--- src/rtl/pv_pkg.sv ---
// Package: pair enumeration helpers shared by the voting block.
// Assumes classes are numbered from 0 and pairs are enumerated with the
// lower class as the slow key.
package pv_pkg;

    // Number of unordered pairs among n classes.
    function automatic int pair_count(input int n);
        return (n * (n - 1)) / 2;
    endfunction

    // Lower class of pair index p.
    function automatic int pair_lo(input int n, input int p);
        int k;
        int r;
        k = 0;
        r = 0;
        for (int a = 0; a < n - 1; a++) begin
            for (int b = a + 1; b < n; b++) begin
                if (k == p) r = a;
                k++;
            end
        end
        return r;
    endfunction

    // Higher class of pair index p.
    function automatic int pair_hi(input int n, input int p);
        int k;
        int r;
        k = 0;
        r = 1;
        for (int a = 0; a < n - 1; a++) begin
            for (int b = a + 1; b < n; b++) begin
                if (k == p) r = b;
                k++;
            end
        end
        return r;
    endfunction

endpackage

--- src/rtl/pv_pair_decode.sv ---
// Module: pv_pair_decode
// Turns one serial contest bit and its pair index into a one-hot vote.
// Assumes at most one decision per cycle; indices at or above NP are invalid.
module pv_pair_decode #(
    parameter int N_CLS = 10,
    parameter int NP    = 45,
    parameter int PIX_W = 6
) (
    input  logic             valid_i,
    input  logic [PIX_W-1:0] pair_i,
    input  logic             vote_i,
    output logic [N_CLS-1:0] vote_o,
    output logic             ok_o,
    output logic             bad_o
);

    logic [NP-1:0]             hit;
    logic [NP-1:0][N_CLS-1:0]  cand;

    for (genvar p = 0; p < NP; p++) begin : g_pair
        localparam int LO = pv_pkg::pair_lo(N_CLS, p);
        localparam int HI = pv_pkg::pair_hi(N_CLS, p);
        localparam logic [N_CLS-1:0] LO_MASK = N_CLS'(1) << LO;
        localparam logic [N_CLS-1:0] HI_MASK = N_CLS'(1) << HI;
        assign hit[p]  = (pair_i == PIX_W'(p));
        assign cand[p] = hit[p] ? (vote_i ? LO_MASK : HI_MASK) : '0;
    end

    // Merge the per-pair candidates into one vote and classify the index.
    always_comb begin
        vote_o = '0;
        for (int p = 0; p < NP; p++) vote_o = vote_o | cand[p];
        ok_o  = valid_i && (|hit);
        bad_o = valid_i && !(|hit);
    end

endmodule

--- src/rtl/pv_vector_tally.sv ---
// Module: pv_vector_tally
// Counts the votes every class receives from a full vector of contest bits.
// Assumes counts fit CNT_W bits (at most N_CLS-1 votes per class).
module pv_vector_tally #(
    parameter int N_CLS = 10,
    parameter int NP    = 45,
    parameter int CNT_W = 4
) (
    input  logic [NP-1:0]                  vec_i,
    output logic [N_CLS-1:0][CNT_W-1:0]    cnt_o
);

    logic [NP-1:0][N_CLS-1:0] cand;

    for (genvar p = 0; p < NP; p++) begin : g_pair
        localparam int LO = pv_pkg::pair_lo(N_CLS, p);
        localparam int HI = pv_pkg::pair_hi(N_CLS, p);
        localparam logic [N_CLS-1:0] LO_MASK = N_CLS'(1) << LO;
        localparam logic [N_CLS-1:0] HI_MASK = N_CLS'(1) << HI;
        assign cand[p] = vec_i[p] ? LO_MASK : HI_MASK;
    end

    // Sum each class column over all pairs.
    always_comb begin
        cnt_o = '0;
        for (int c = 0; c < N_CLS; c++) begin
            for (int p = 0; p < NP; p++) begin
                cnt_o[c] = cnt_o[c] + CNT_W'(cand[p][c]);
            end
        end
    end

endmodule

--- src/rtl/pv_count_bank.sv ---
// Module: pv_count_bank
// One saturating vote counter per class with clear, bulk load and increment.
// Assumes load has priority over clear and increment.
module pv_count_bank #(
    parameter int N_CLS = 10,
    parameter int CNT_W = 4
) (
    input  logic                         clk,
    input  logic                         rst_n,
    input  logic                         clear_i,
    input  logic                         load_i,
    input  logic [N_CLS-1:0][CNT_W-1:0]  load_cnt_i,
    input  logic [N_CLS-1:0]             inc_i,
    output logic [N_CLS-1:0][CNT_W-1:0]  cnt_o
);

    for (genvar c = 0; c < N_CLS; c++) begin : g_cls
        logic [CNT_W-1:0] cnt_q;
        logic [CNT_W-1:0] base;

        assign base     = clear_i ? '0 : cnt_q;
        assign cnt_o[c] = cnt_q;

        // Counter update: load, else clear-and-add with saturation.
        always_ff @(posedge clk) begin
            if (!rst_n)                        cnt_q <= '0;
            else if (load_i)                   cnt_q <= load_cnt_i[c];
            else if (inc_i[c] && base != '1)   cnt_q <= base + 1'b1;
            else                               cnt_q <= base;
        end
    end

endmodule

--- src/rtl/pv_argmax_select.sv ---
// Module: pv_argmax_select
// Registers the index of the largest count; the lowest index wins ties.
// Assumes go_i is high only in cycles where cnt_i holds a complete image.
module pv_argmax_select #(
    parameter int N_CLS = 10,
    parameter int CNT_W = 4,
    parameter int CLS_W = 4
) (
    input  logic                         clk,
    input  logic                         rst_n,
    input  logic                         go_i,
    input  logic [N_CLS-1:0][CNT_W-1:0]  cnt_i,
    output logic [CLS_W-1:0]             cls_o,
    output logic                         valid_o
);

    logic [CLS_W-1:0] best;
    logic [CNT_W-1:0] best_cnt;

    // Scan upward; only a strictly larger count displaces the leader.
    always_comb begin
        best     = '0;
        best_cnt = cnt_i[0];
        for (int c = 1; c < N_CLS; c++) begin
            if (cnt_i[c] > best_cnt) begin
                best     = CLS_W'(c);
                best_cnt = cnt_i[c];
            end
        end
    end

    // Capture the winner on request and hold it otherwise.
    always_ff @(posedge clk) begin
        if (!rst_n) begin
            cls_o   <= '0;
            valid_o <= 1'b0;
        end else begin
            valid_o <= go_i;
            if (go_i) cls_o <= best;
        end
    end

endmodule

--- src/rtl/pairwise_vote_tally.sv ---
// Module: pairwise_vote_tally (top)
// Collects one-vs-one contest bits, serially or as a vector, into per-class
// vote counters and reports the plurality class once all pairs are in.
// Assumes the upstream sends each pair once per image after a start.
module pairwise_vote_tally #(
    parameter  int N_CLS = 10,
    localparam int NP    = pv_pkg::pair_count(N_CLS),
    localparam int PIX_W = $clog2(NP),
    localparam int CNT_W = $clog2(N_CLS),
    localparam int CLS_W = $clog2(N_CLS)
) (
    input  logic                     clk,
    input  logic                     rst_n,
    input  logic                     start_i,
    input  logic                     dec_valid_i,
    input  logic [PIX_W-1:0]         dec_pair_i,
    input  logic                     dec_vote_i,
    input  logic                     vec_valid_i,
    input  logic [NP-1:0]            vec_dec_i,
    output logic [CLS_W-1:0]         class_o,
    output logic                     result_valid_o,
    output logic [N_CLS*CNT_W-1:0]   votes_o,
    output logic                     pair_err_o
);

    logic [N_CLS-1:0]             ser_vote;
    logic                         ser_ok;
    logic                         ser_bad;
    logic [N_CLS-1:0]             inc;
    logic                         take;
    logic [N_CLS-1:0][CNT_W-1:0]  vec_cnt;
    logic [N_CLS-1:0][CNT_W-1:0]  cnt;
    logic [PIX_W-1:0]             seen_q;
    logic [PIX_W-1:0]             seen_base;
    logic                         full_q;
    logic                         err_q;

    pv_pair_decode #(.N_CLS(N_CLS), .NP(NP), .PIX_W(PIX_W)) u_dec (
        .valid_i (dec_valid_i),
        .pair_i  (dec_pair_i),
        .vote_i  (dec_vote_i),
        .vote_o  (ser_vote),
        .ok_o    (ser_ok),
        .bad_o   (ser_bad)
    );

    pv_vector_tally #(.N_CLS(N_CLS), .NP(NP), .CNT_W(CNT_W)) u_vec (
        .vec_i (vec_dec_i),
        .cnt_o (vec_cnt)
    );

    // A vector load overrides any serial decision in the same cycle.
    assign take = ser_ok && !vec_valid_i;
    assign inc  = take ? ser_vote : '0;

    pv_count_bank #(.N_CLS(N_CLS), .CNT_W(CNT_W)) u_bank (
        .clk        (clk),
        .rst_n      (rst_n),
        .clear_i    (start_i),
        .load_i     (vec_valid_i),
        .load_cnt_i (vec_cnt),
        .inc_i      (inc),
        .cnt_o      (cnt)
    );

    assign seen_base = start_i ? '0 : seen_q;

    // Accepted-decision count; flags the image complete on the last pair.
    always_ff @(posedge clk) begin
        if (!rst_n) begin
            seen_q <= '0;
            full_q <= 1'b0;
        end else if (vec_valid_i) begin
            seen_q <= PIX_W'(NP);
            full_q <= 1'b1;
        end else begin
            full_q <= take && (seen_base == PIX_W'(NP - 1));
            if (take && seen_base != '1) seen_q <= seen_base + 1'b1;
            else                         seen_q <= seen_base;
        end
    end

    // Sticky error for invalid indices, cleared by start.
    always_ff @(posedge clk) begin
        if (!rst_n) err_q <= 1'b0;
        else        err_q <= (start_i ? 1'b0 : err_q) | (ser_bad && !vec_valid_i);
    end

    pv_argmax_select #(.N_CLS(N_CLS), .CNT_W(CNT_W), .CLS_W(CLS_W)) u_sel (
        .clk     (clk),
        .rst_n   (rst_n),
        .go_i    (full_q),
        .cnt_i   (cnt),
        .cls_o   (class_o),
        .valid_o (result_valid_o)
    );

    assign votes_o    = cnt;
    assign pair_err_o = err_q;

endmodule

--- config.mk ---
export PLATFORM = sky130hd
export DESIGN_NAME = pairwise_vote_tally
export DESIGN_NICKNAME = d
export VERILOG_FILES = /design/src/rtl/pv_pkg.sv /design/src/rtl/pv_pair_decode.sv /design/src/rtl/pv_vector_tally.sv /design/src/rtl/pv_count_bank.sv /design/src/rtl/pv_argmax_select.sv /design/src/rtl/pairwise_vote_tally.sv
export SDC_FILE = /design/constraint.sdc
export NUM_CORES = 1
export LEC_CHECK = 0
export BUFFER_PORTS_ARGS = -buffer_cell sky130_fd_sc_hd__buf_2
export CAP_MARGIN = 20
export CORE_ASPECT_RATIO = 0.6
export CORE_MARGIN = 2
export CORE_UTILIZATION = 45
export DETAILED_ROUTE_END_ITERATION = 10
export PLACE_DENSITY = 0.73
export REMOVE_ABC_BUFFERS = 1
export SYNTH_ARGS = -nofsm -noshare
export SYNTH_HDL_FRONTEND = slang
export SYNTH_HIERARCHICAL = 1
export SYNTH_SLANG_ARGS = --single-unit
--- constraint.sdc ---
create_clock -name clk -period 12.02 [get_ports clk]
set_clock_uncertainty 0.15 [all_clocks]
set_input_delay 0 -clock clk [delete_from_list [all_inputs] [get_ports clk]]
set_output_delay 0 -clock clk [all_outputs]
set_load 0.01 [all_outputs]
# Word-level counts from Yosys, hierarchy flattened
# Cells that the tools add are included.
dict set report word_totals {
  latch_bits 0
  output_inout_bits 46
  ff_bits 53
  wordCells 787
  mem_bits_rw 0
  mem_bits_ro 0
  n_memories 0
}
dict set report classes {
  shift 0
  multipliers 0
  bitwise 46
  n_addsub 451
  n_lt_le_gt_ge 9
  div 0
  muxes 188
  reduce_logical 21
  n_eq_ne 56
}
# operator n
set ops {}
lappend ops {{4-bit by 1-bit adder with 4-bit output} 325}
lappend ops {{10-bit 2-to-1 mux} 64}
lappend ops {{4-bit by 1-bit adder with 4-bit output, second input constant} 115}
lappend ops {{10-bit bitwise OR} 44}
lappend ops {{4-bit 2-to-1 mux} 46}
lappend ops {{9-bit 2-to-1 mux} 16}
lappend ops {{8-bit 2-to-1 mux} 14}
lappend ops {{6-bit by 5-bit == test with 1-bit output, second input constant} 16}
lappend ops {{6-bit == test, second input constant} 14}
lappend ops {{7-bit 2-to-1 mux} 12}
lappend ops {{6-bit 2-to-1 mux} 13}
lappend ops {{6-bit by 4-bit == test with 1-bit output, second input constant} 8}
lappend ops {{45-bit OR reduction} 1}
lappend ops {{5-bit 2-to-1 mux} 8}
lappend ops {{4-bit inequality test, second input constant} 10}
lappend ops {{4-bit greater-than comparator} 9}
lappend ops {{6-bit by 3-bit == test with 1-bit output, second input constant} 4}
lappend ops {{3-bit 2-to-1 mux} 8}
lappend ops {{1-bit logical AND} 16}
lappend ops {{1-bit by 1-bit adder with 2-bit output, both inputs constant} 7}
lappend ops {{6-bit by 2-bit == test with 1-bit output, second input constant} 2}
lappend ops {{2-bit 2-to-1 mux} 4}
lappend ops {{6-bit by 1-bit adder with 6-bit output, second input constant} 1}
lappend ops {{6-bit by 1-bit == test with 1-bit output, second input constant} 1}
lappend ops {{9 further kinds} 13}

# Depth between registers and ports, before layout
# Gate-level depths: netlist of the first run.
dict set report depth {
  depth_word 50
  mapped_depth 73
}

# Modules after synthesis
# Netlist of the first run, hierarchy kept.
# mod seq_area_each_um2 area_per_inst_um2 cells_each n_inst
set modules_own_cells {}
lappend modules_own_cells {pv_count_bank 800.8 2524.9 289 1}
lappend modules_own_cells {pv_argmax_select 100.1 2311.0 325 1}
lappend modules_own_cells {pv_vector_tally 0.0 1894.3 204 1}
lappend modules_own_cells {pv_pair_decode 0.0 676.9 108 1}
lappend modules_own_cells {pairwise_vote_tally 160.2 506.7 59 1}

# Worst setup path before layout of the first run
# OpenSTA, ideal clock, no wires.
dict set report synth_path {
  path_type {flip-flop to flip-flop}
  from {reg u_bank.g_cls[0].cnt_q[1]}
  to {reg u_sel.cls_o[0]}
  slack_ns -0.852
  stages_incl_launch_ff 68
  t_required_ns 11.746
  arrival_ns 12.599
  setup_time_ns 0.124
  cell_sequence {dfxtp_1 inv_1 ha_1 nor2b_4 o211a_1 o21ai_2 nand2_1 o21ai_0 ha_1 inv_1 o22ai_1 nor3_1 a221oi_2 a21oi_2 o21ai_0 mux2_2 ha_1 nand2b_1 [32 not listed] or4b_1 nand3_1 nand2_1 ha_1 o21ai_0 nand2b_1 a21oi_1 a41oi_1 inv_1 a31oi_1 ha_1 nor2b_1 o21ai_0 nand2b_1 a21oi_1 o21ai_0 nor4b_1 nor2_1}
}
dict set report synth_via {
  elab_chain_cells 18
}
# element line_no
set synth_lines {}
lappend synth_lines {{start: declaration} pv_count_bank.sv:18} ;# logic [CNT_W-1:0] cnt_q;
lappend synth_lines {{start signal: assignment} pv_count_bank.sv:27} ;# else if (load_i) cnt_q <= load_cnt_i[c];
lappend synth_lines {{start signal: assignment} pv_count_bank.sv:28} ;# else if (inc_i[c] && base != '1) cnt_q <= base + 1'b1;
lappend synth_lines {{start signal: assignment} pv_count_bank.sv:29} ;# else cnt_q <= base;
lappend synth_lines {{4-bit greater-than comparator} pv_argmax_select.sv:25} ;# if (cnt_i[c] > best_cnt) begin
lappend synth_lines {{4-bit 2-to-1 mux} pv_argmax_select.sv:25}
lappend synth_lines {{4-bit greater-than comparator} pv_argmax_select.sv:25}
lappend synth_lines {{4-bit 2-to-1 mux} pv_argmax_select.sv:25}
lappend synth_lines {{4-bit greater-than comparator} pv_argmax_select.sv:25}
lappend synth_lines {{4-bit 2-to-1 mux} pv_argmax_select.sv:25}
lappend synth_lines {{4-bit greater-than comparator} pv_argmax_select.sv:25}
lappend synth_lines {{4-bit 2-to-1 mux} pv_argmax_select.sv:25}
lappend synth_lines {{[2 not listed]} -}
lappend synth_lines {{4-bit greater-than comparator} pv_argmax_select.sv:25}
lappend synth_lines {{4-bit 2-to-1 mux} pv_argmax_select.sv:25}
lappend synth_lines {{4-bit greater-than comparator} pv_argmax_select.sv:25}
lappend synth_lines {{4-bit 2-to-1 mux} pv_argmax_select.sv:25}
lappend synth_lines {{4-bit greater-than comparator} pv_argmax_select.sv:25}
lappend synth_lines {{4-bit 2-to-1 mux} pv_argmax_select.sv:25}
lappend synth_lines {{4-bit greater-than comparator} pv_argmax_select.sv:25}
lappend synth_lines {{4-bit 2-to-1 mux *} pv_argmax_select.sv:25}
lappend synth_lines {{end signal: assignment} pv_argmax_select.sv:39} ;# if (go_i) cls_o <= best;
lappend synth_lines {{end: declaration} pv_argmax_select.sv:13} ;# output logic [CLS_W-1:0] cls_o,
# Mark *: on every way between the ends. The rest lies on a longest branch, timed or not.
# A chain may end at the register's enable or synchronous reset.

# Worst setup path in the final report of the first run
# Ends and elaborated chain as after synthesis.

==> results.yml, run 1 <==
floorplanning:
  die_area_um2: 18700
  die_w_um: 175
  start_util: 0.461
  num_rows: 37
  dieHeight_um: 107
  core_area_um2: 17200
  ioPinCount: 103
layout:
  area_growth_pct: 29.5
  regArea_um2: 1060
  design_area_um2: 10200
  final_cell_mix: "inv_1, buf_4, buf_2"
  n_fill_cell: 1509
  layout-drive-gt1-share: 0.338
  multiInputGateArea_um2: 6690
  nets: 1349
  mostFrequentLayoutCell: "inv_1"
  stdcell_count: 1423
  utilization: 0.596
clocking:
  clock_path_buffers: 2
  cts_tree: "built"
  cts_max_level: 2
  cts_root_buf: "clkbuf_16"
  cts.sinks: 53
  clkLatencyLatePin_ps: 300
  cts_buffers: 5
  clk_pin_slew_ps: 80
drt:
  drc: 0
  wl_per_cell_um: 17.8
  final_antenna_net_count: 0
  vias_per_cell: 5.70
  routed_wl_um: 25400
  vias: 8104
  drt_pass1_iterations: 5
  drt_iter0_markers: 1094
critical_path:
  path_buf_inv: 3
  arrival_ps: 12260
  r2r-start: "u_bank/g_cls[0].cnt_q[1]"
  crit_type: "register to register"
  startpoint_type: "register"
  crit_path_frequent_cell: "o21ai_2"
  critPathCaptureType: "register"
  crit_family: "compound AO/OA/AOI/OAI gates"
  cp.required_ps: 12060
  crit_path_start: "u_bank/g_cls[0].cnt_q[1]"
  crit_slowest_cell: "or4b_4"
  crit_path_max_fanout: 6
  slowest_delay_ps: 590
place:
  io_buffers: 102
  hpwl_um: 19000
  dpl-instance-area_um2: 9250
  gp_congestion: 0.966
  dp.cells: 1385
  place_ws_ps: -948
synthesis:
  yosysUniqueCellTypes: 99
  yosysTopAreaCell: "dfxtp_1"
  ys.flop_type: "dfxtp_1"
  synth_edf_count: 0
  syn-mean-instance-area_um2: 8.03
  synth_top_area_share: 0.134
  synth_top_cells_by_area: "dfxtp_1, fa_1, ha_1"
  ys_ff_latch: 53
  netlist_area_um2: 7910
  synth_warnings: 6
  ys_async_sr_fraction: 0
  synth_cells: 985
  synth_seq_area_share: 0.134
sta:
  max_slew_margin: 0.312
  setup_violations: 4
  fmax_mhz: 81.8
  fin_setup_tns_ps: -553
  slew_viol_final: 0
  finalCritPeriodShare: 1.02
  worst_pin_slew_ps: 1030
  setup_slack_ps: -199
  hold_violations: 0
  rsz0062_at_grt: "true"
  finalCriticalPeriod_ps: 12220
grt:
  antenna_found_initial: 1
  grt.met1_usage: 0.397
  grt_overflow_total: 0
  grt_pass1_vias: 7608
  top_usage_layer: "met1"
  grtUsageMet3: 0.0511
  grt_max_degree: 52
  grtUsageTotal: 0.262
  grt_pass1_wl_um: 39200
  grtUsageMet2: 0.384
min_path:
  worstHoldStart: "vec_dec_i[19]"
  hold_class: "input pin to register"
power:
  power.density_nw_per_um2: 336
  p_leak_nw: 4.83
  vdd_ir_drop_max_v: 0.000313
job:
  drv_cap: 0
outcome:
  violations: "negative setup slack"
  status: "finished, violations left"
## where the power goes
group	internal (mW)	switching [mW]	total, mW
combinational	1.56	1.50	3.05
clock	0.0833	0.0748	0.158
sequential	0.198	0.0377	0.235
total	1.84	1.61	3.45
## synthesized netlist by cell type (17+ instances only)
master	count
xnor2_1	33
o21ai_0	46
nand3_1	18
inv_1	147
dfxtp_1	53
nand2b_1	29
a21oi_1	63
nand2_1	78
nor2b_1	30
nor3_1	17
ha_1	55
and2_1	18
fa_1	50
nor2_1	45
## repair_timing
item,4_1_cts,5_1_grt
pin swaps,41,26
hold buffers,1,0
setup buffers,16,12
resized for setup,60,71
hold endpoints to repair,1,0
endpoints found under the setup margin,4,4
## worst register-to-register path: cells and delay by family, from the launching register on
family	cells	cell delay [ps]
compound gates	27	4220
buf+inv	3	230
mux	3	880
flops	1	340
fa+ha+maj	10	2360
simple gates	22	3920
## path summary, 6_finish.rpt
path,end,depth (start not counted),slack (ps)
min reg2reg,u_sel/cls_o[2],2,310
max,u_sel/cls_o[0],65,-200
min,u_bank/g_cls[2].cnt_q[0],4,130
max reg2reg,u_sel/cls_o[0],65,-200
## stage by stage
step	hold slack (ps)	total power, mW
global placement	199	2.36
detailed placement	205	2.40
CTS	113	2.91
global route	118	3.69
floorplan	-51.0	1.53
finish	132	3.45
## registers in the layout (all words and copies together), names as in the netlist
signal,cells
pair_err_o,1
seen_q,6
full_q,1
u_bank/g_cls.cnt_q,40
u_sel/cls_o,4
u_sel/valid_o,1
## logic make-up (layout without fill, tap and decap cells)
| family | count (synthesis) | count (layout) | share of synthesized area |
|---|---|---|---|
| simple gates | 325 | 325 | 0.247 |
| compound gates | 260 | 260 | 0.239 |
| buf+inv | 184 | 387 | 0.0972 |
| fa+ha+maj | 106 | 106 | 0.215 |
| flops | 53 | 53 | 0.134 |
| xor+xnor | 36 | 36 | 0.0398 |
| mux | 21 | 21 | 0.0278 |
| other cells | 0 | 1 | 0 |
## final cells by class
| class | count | share of cell area |
|---|---|---|
| clock inverters | 2 | 0.00134 |
| clock buffers | 6 | 0.0136 |
| well taps | 234 | 0.0286 |
| repair buffers | 229 | 0.144 |
| diodes | 1 | 0.000244 |
| multi-input cells | 748 | 0.653 |
| flip-flops and latches | 53 | 0.104 |
| inverters | 150 | 0.0550 |
## metal layers
metal  wire [µm]  vias up
li1            -     3823
met1       12000     3827
met2       10600      412
met3        2490       42
met4         365        0
met5           0        -
No activity file was read; power rests on OpenSTA's default activity.
==> run 2, diff against run 1 <==
--- a/config.mk
+++ b/config.mk
@@ -6,9 +6,8 @@
 export NUM_CORES = 1
 export LEC_CHECK = 0
 export BUFFER_PORTS_ARGS = -buffer_cell sky130_fd_sc_hd__buf_2
-export CAP_MARGIN = 20
+export CAP_MARGIN = 40
 export CORE_ASPECT_RATIO = 0.6
-export CORE_MARGIN = 2
 export CORE_UTILIZATION = 45
 export DETAILED_ROUTE_END_ITERATION = 10
 export PLACE_DENSITY = 0.73
==> run 2 against run 1 <==
  * The flow still finishes with violations (negative setup slack)
  * Worst setup slack worse by 100 ps
  * Global-route usage up 0.82 points
  * Critical path depth up 2
  * Sequential power about the same
  * Highest routed layer unchanged
==> results.yml, run 2 (synthesized netlist as in run 1, its figures left out) <==
floorplanning:
  start_util: 0.461
  die_area_um2: 18100
  dieHeight_um: 105
  die_w_um: 173
  core_area_um2: 17200
  ioPinCount: 103
  num_rows: 37
layout:
  mostFrequentLayoutCell: "inv_1"
  nets: 1346
  largest_register_ff_count: 40
  area_growth_pct: 28.6
  largestRegisters: "u_bank/g_cls.cnt_q: 40 flops, seen_q: 6 flops, u_sel/cls_o: 4 flops"
  layout-drive-gt1-share: 0.325
  top_register: "u_bank/g_cls.cnt_q"
  final_cell_mix: "inv_1, buf_4, buf_2"
  utilization: 0.593
  diodes: 0
sta:
  setup_violations: 4
  slew_viol_final: 0
  fmax_mhz: 81.1
  rsz0062_at_grt: "true"
  finalCriticalPeriod_ps: 12320
  finalCritPeriodShare: 1.03
  worst_pin_slew_ps: 665
  setup_slack_ps: -303
  max_slew_margin: 0.556
  hold_violations: 0
grt:
  grtUsageTotal: 0.270
  grt_pass1_wl_um: 39800
  grt_pass1_vias: 7682
  antenna_found_initial: 0
  grt_overflow_total: 0
  grt_max_degree: 51
drt:
  routed_wl_um: 25300
  vias_per_cell: 5.74
  vias: 8152
  drt_pass1_iterations: 6
  final_antenna_net_count: 0
  drc: 0
  wl_per_cell_um: 17.8
  drt_iter0_markers: 999
clocking:
  cts_buffers: 5
  cts_max_level: 2
  cts_root_buf: "clkbuf_16"
  cts_tree: "built"
  cts.sinks: 53
  clk_pin_slew_ps: 80
  clkLatencyLatePin_ps: 300
  clock_path_buffers: 2
place:
  hpwl_um: 18900
  gp_congestion: 0.947
  io_buffers: 102
critical_path:
  slowest_delay_ps: 530
  crit_path_frequent_cell: "ha_4"
  crit_type: "register to register"
  crit_slowest_cell: "or4b_4"
  critPathCaptureType: "register"
  startpoint_type: "register"
  crit_path_max_fanout: 4
  cp.required_ps: 12100
  arrival_ps: 12400
min_path:
  hold_class: "input pin to register"
outcome:
  status: "finished, violations left"
  violations: "negative setup slack"
power:
  vdd_ir_drop_max_v: 0.000245
  power.density_nw_per_um2: 327
  p_leak_nw: 4.83
  power_mw: 3.33
job:
  drv_cap: 0
run 2: stage by stage:
stage	TNS, ps	instances	setup WS, ps	hold WS, ps	instance area [µm²]
after detailed placement	-3630	1382	-960	225	9240
after global routing	-3280	1419	-864	101	10200
final	-1120	1419	-303	72.9	10200
after CTS	0	1405	1.66	75.7	9810
after floorplan	-3260	951	-859	-51.0	7710
after global placement	-1660	1381	-450	198	9220
run 2: worst paths after layout:
kind,start,endpoint,slack (ps),depth (start not counted)
worst max-delay path,u_bank/g_cls[0].cnt_q[1],u_sel/cls_o[2],-300,67
worst min-delay path,start_i,seen_q[3],70,2
worst max register to register,u_bank/g_cls[0].cnt_q[1],u_sel/cls_o[2],-300,67
worst min register to register,u_sel/cls_o[1],u_sel/cls_o[1],320,2
run 2: critical path: cells and delay by family (launching register included):
kind / cells / cell delay [ps]
AOI/OAI and AO/OA: 27 / 4600
adders and majority gates: 10 / 2330
buffers and inverters: 4 / 480
DFF: 1 / 340
muxes: 3 / 1010
and+or+nand+nor: 23 / 3300
run 2: repair_timing:
action,in CTS,in global routing
hold buffers,1,0
setup buffers,14,14
endpoints found under the hold margin,1,0
pin swaps,37,45
endpoints found under the setup margin,4,4
resized for setup,59,54
run 2: where the power goes:
group	total, mW	switching (mW)	internal, mW
logic	2.90	1.43	1.47
clock network	0.193	0.0730	0.120
registers	0.234	0.0361	0.198
run 2: layout make-up:
class / instances / area [µm²]
well taps: 234 / 293
inverters: 150 / 563
fillers: 1429 / 7000
clock inverters: 3 / 68.8
flip-flops and latches: 53 / 1060
repair buffers: 226 / 1480
multi-input cells: 748 / 6590
clock buffers: 5 / 125
run 2: per-layer routing:
metal	global-route usage	vias to the layer above	wire, µm
met2	0.404	427	10600
met1	0.403	3860	11900
met4	0.0442	0	359
met5	0	-	0
met3	0.0520	43	2360
li1	-	3822	-
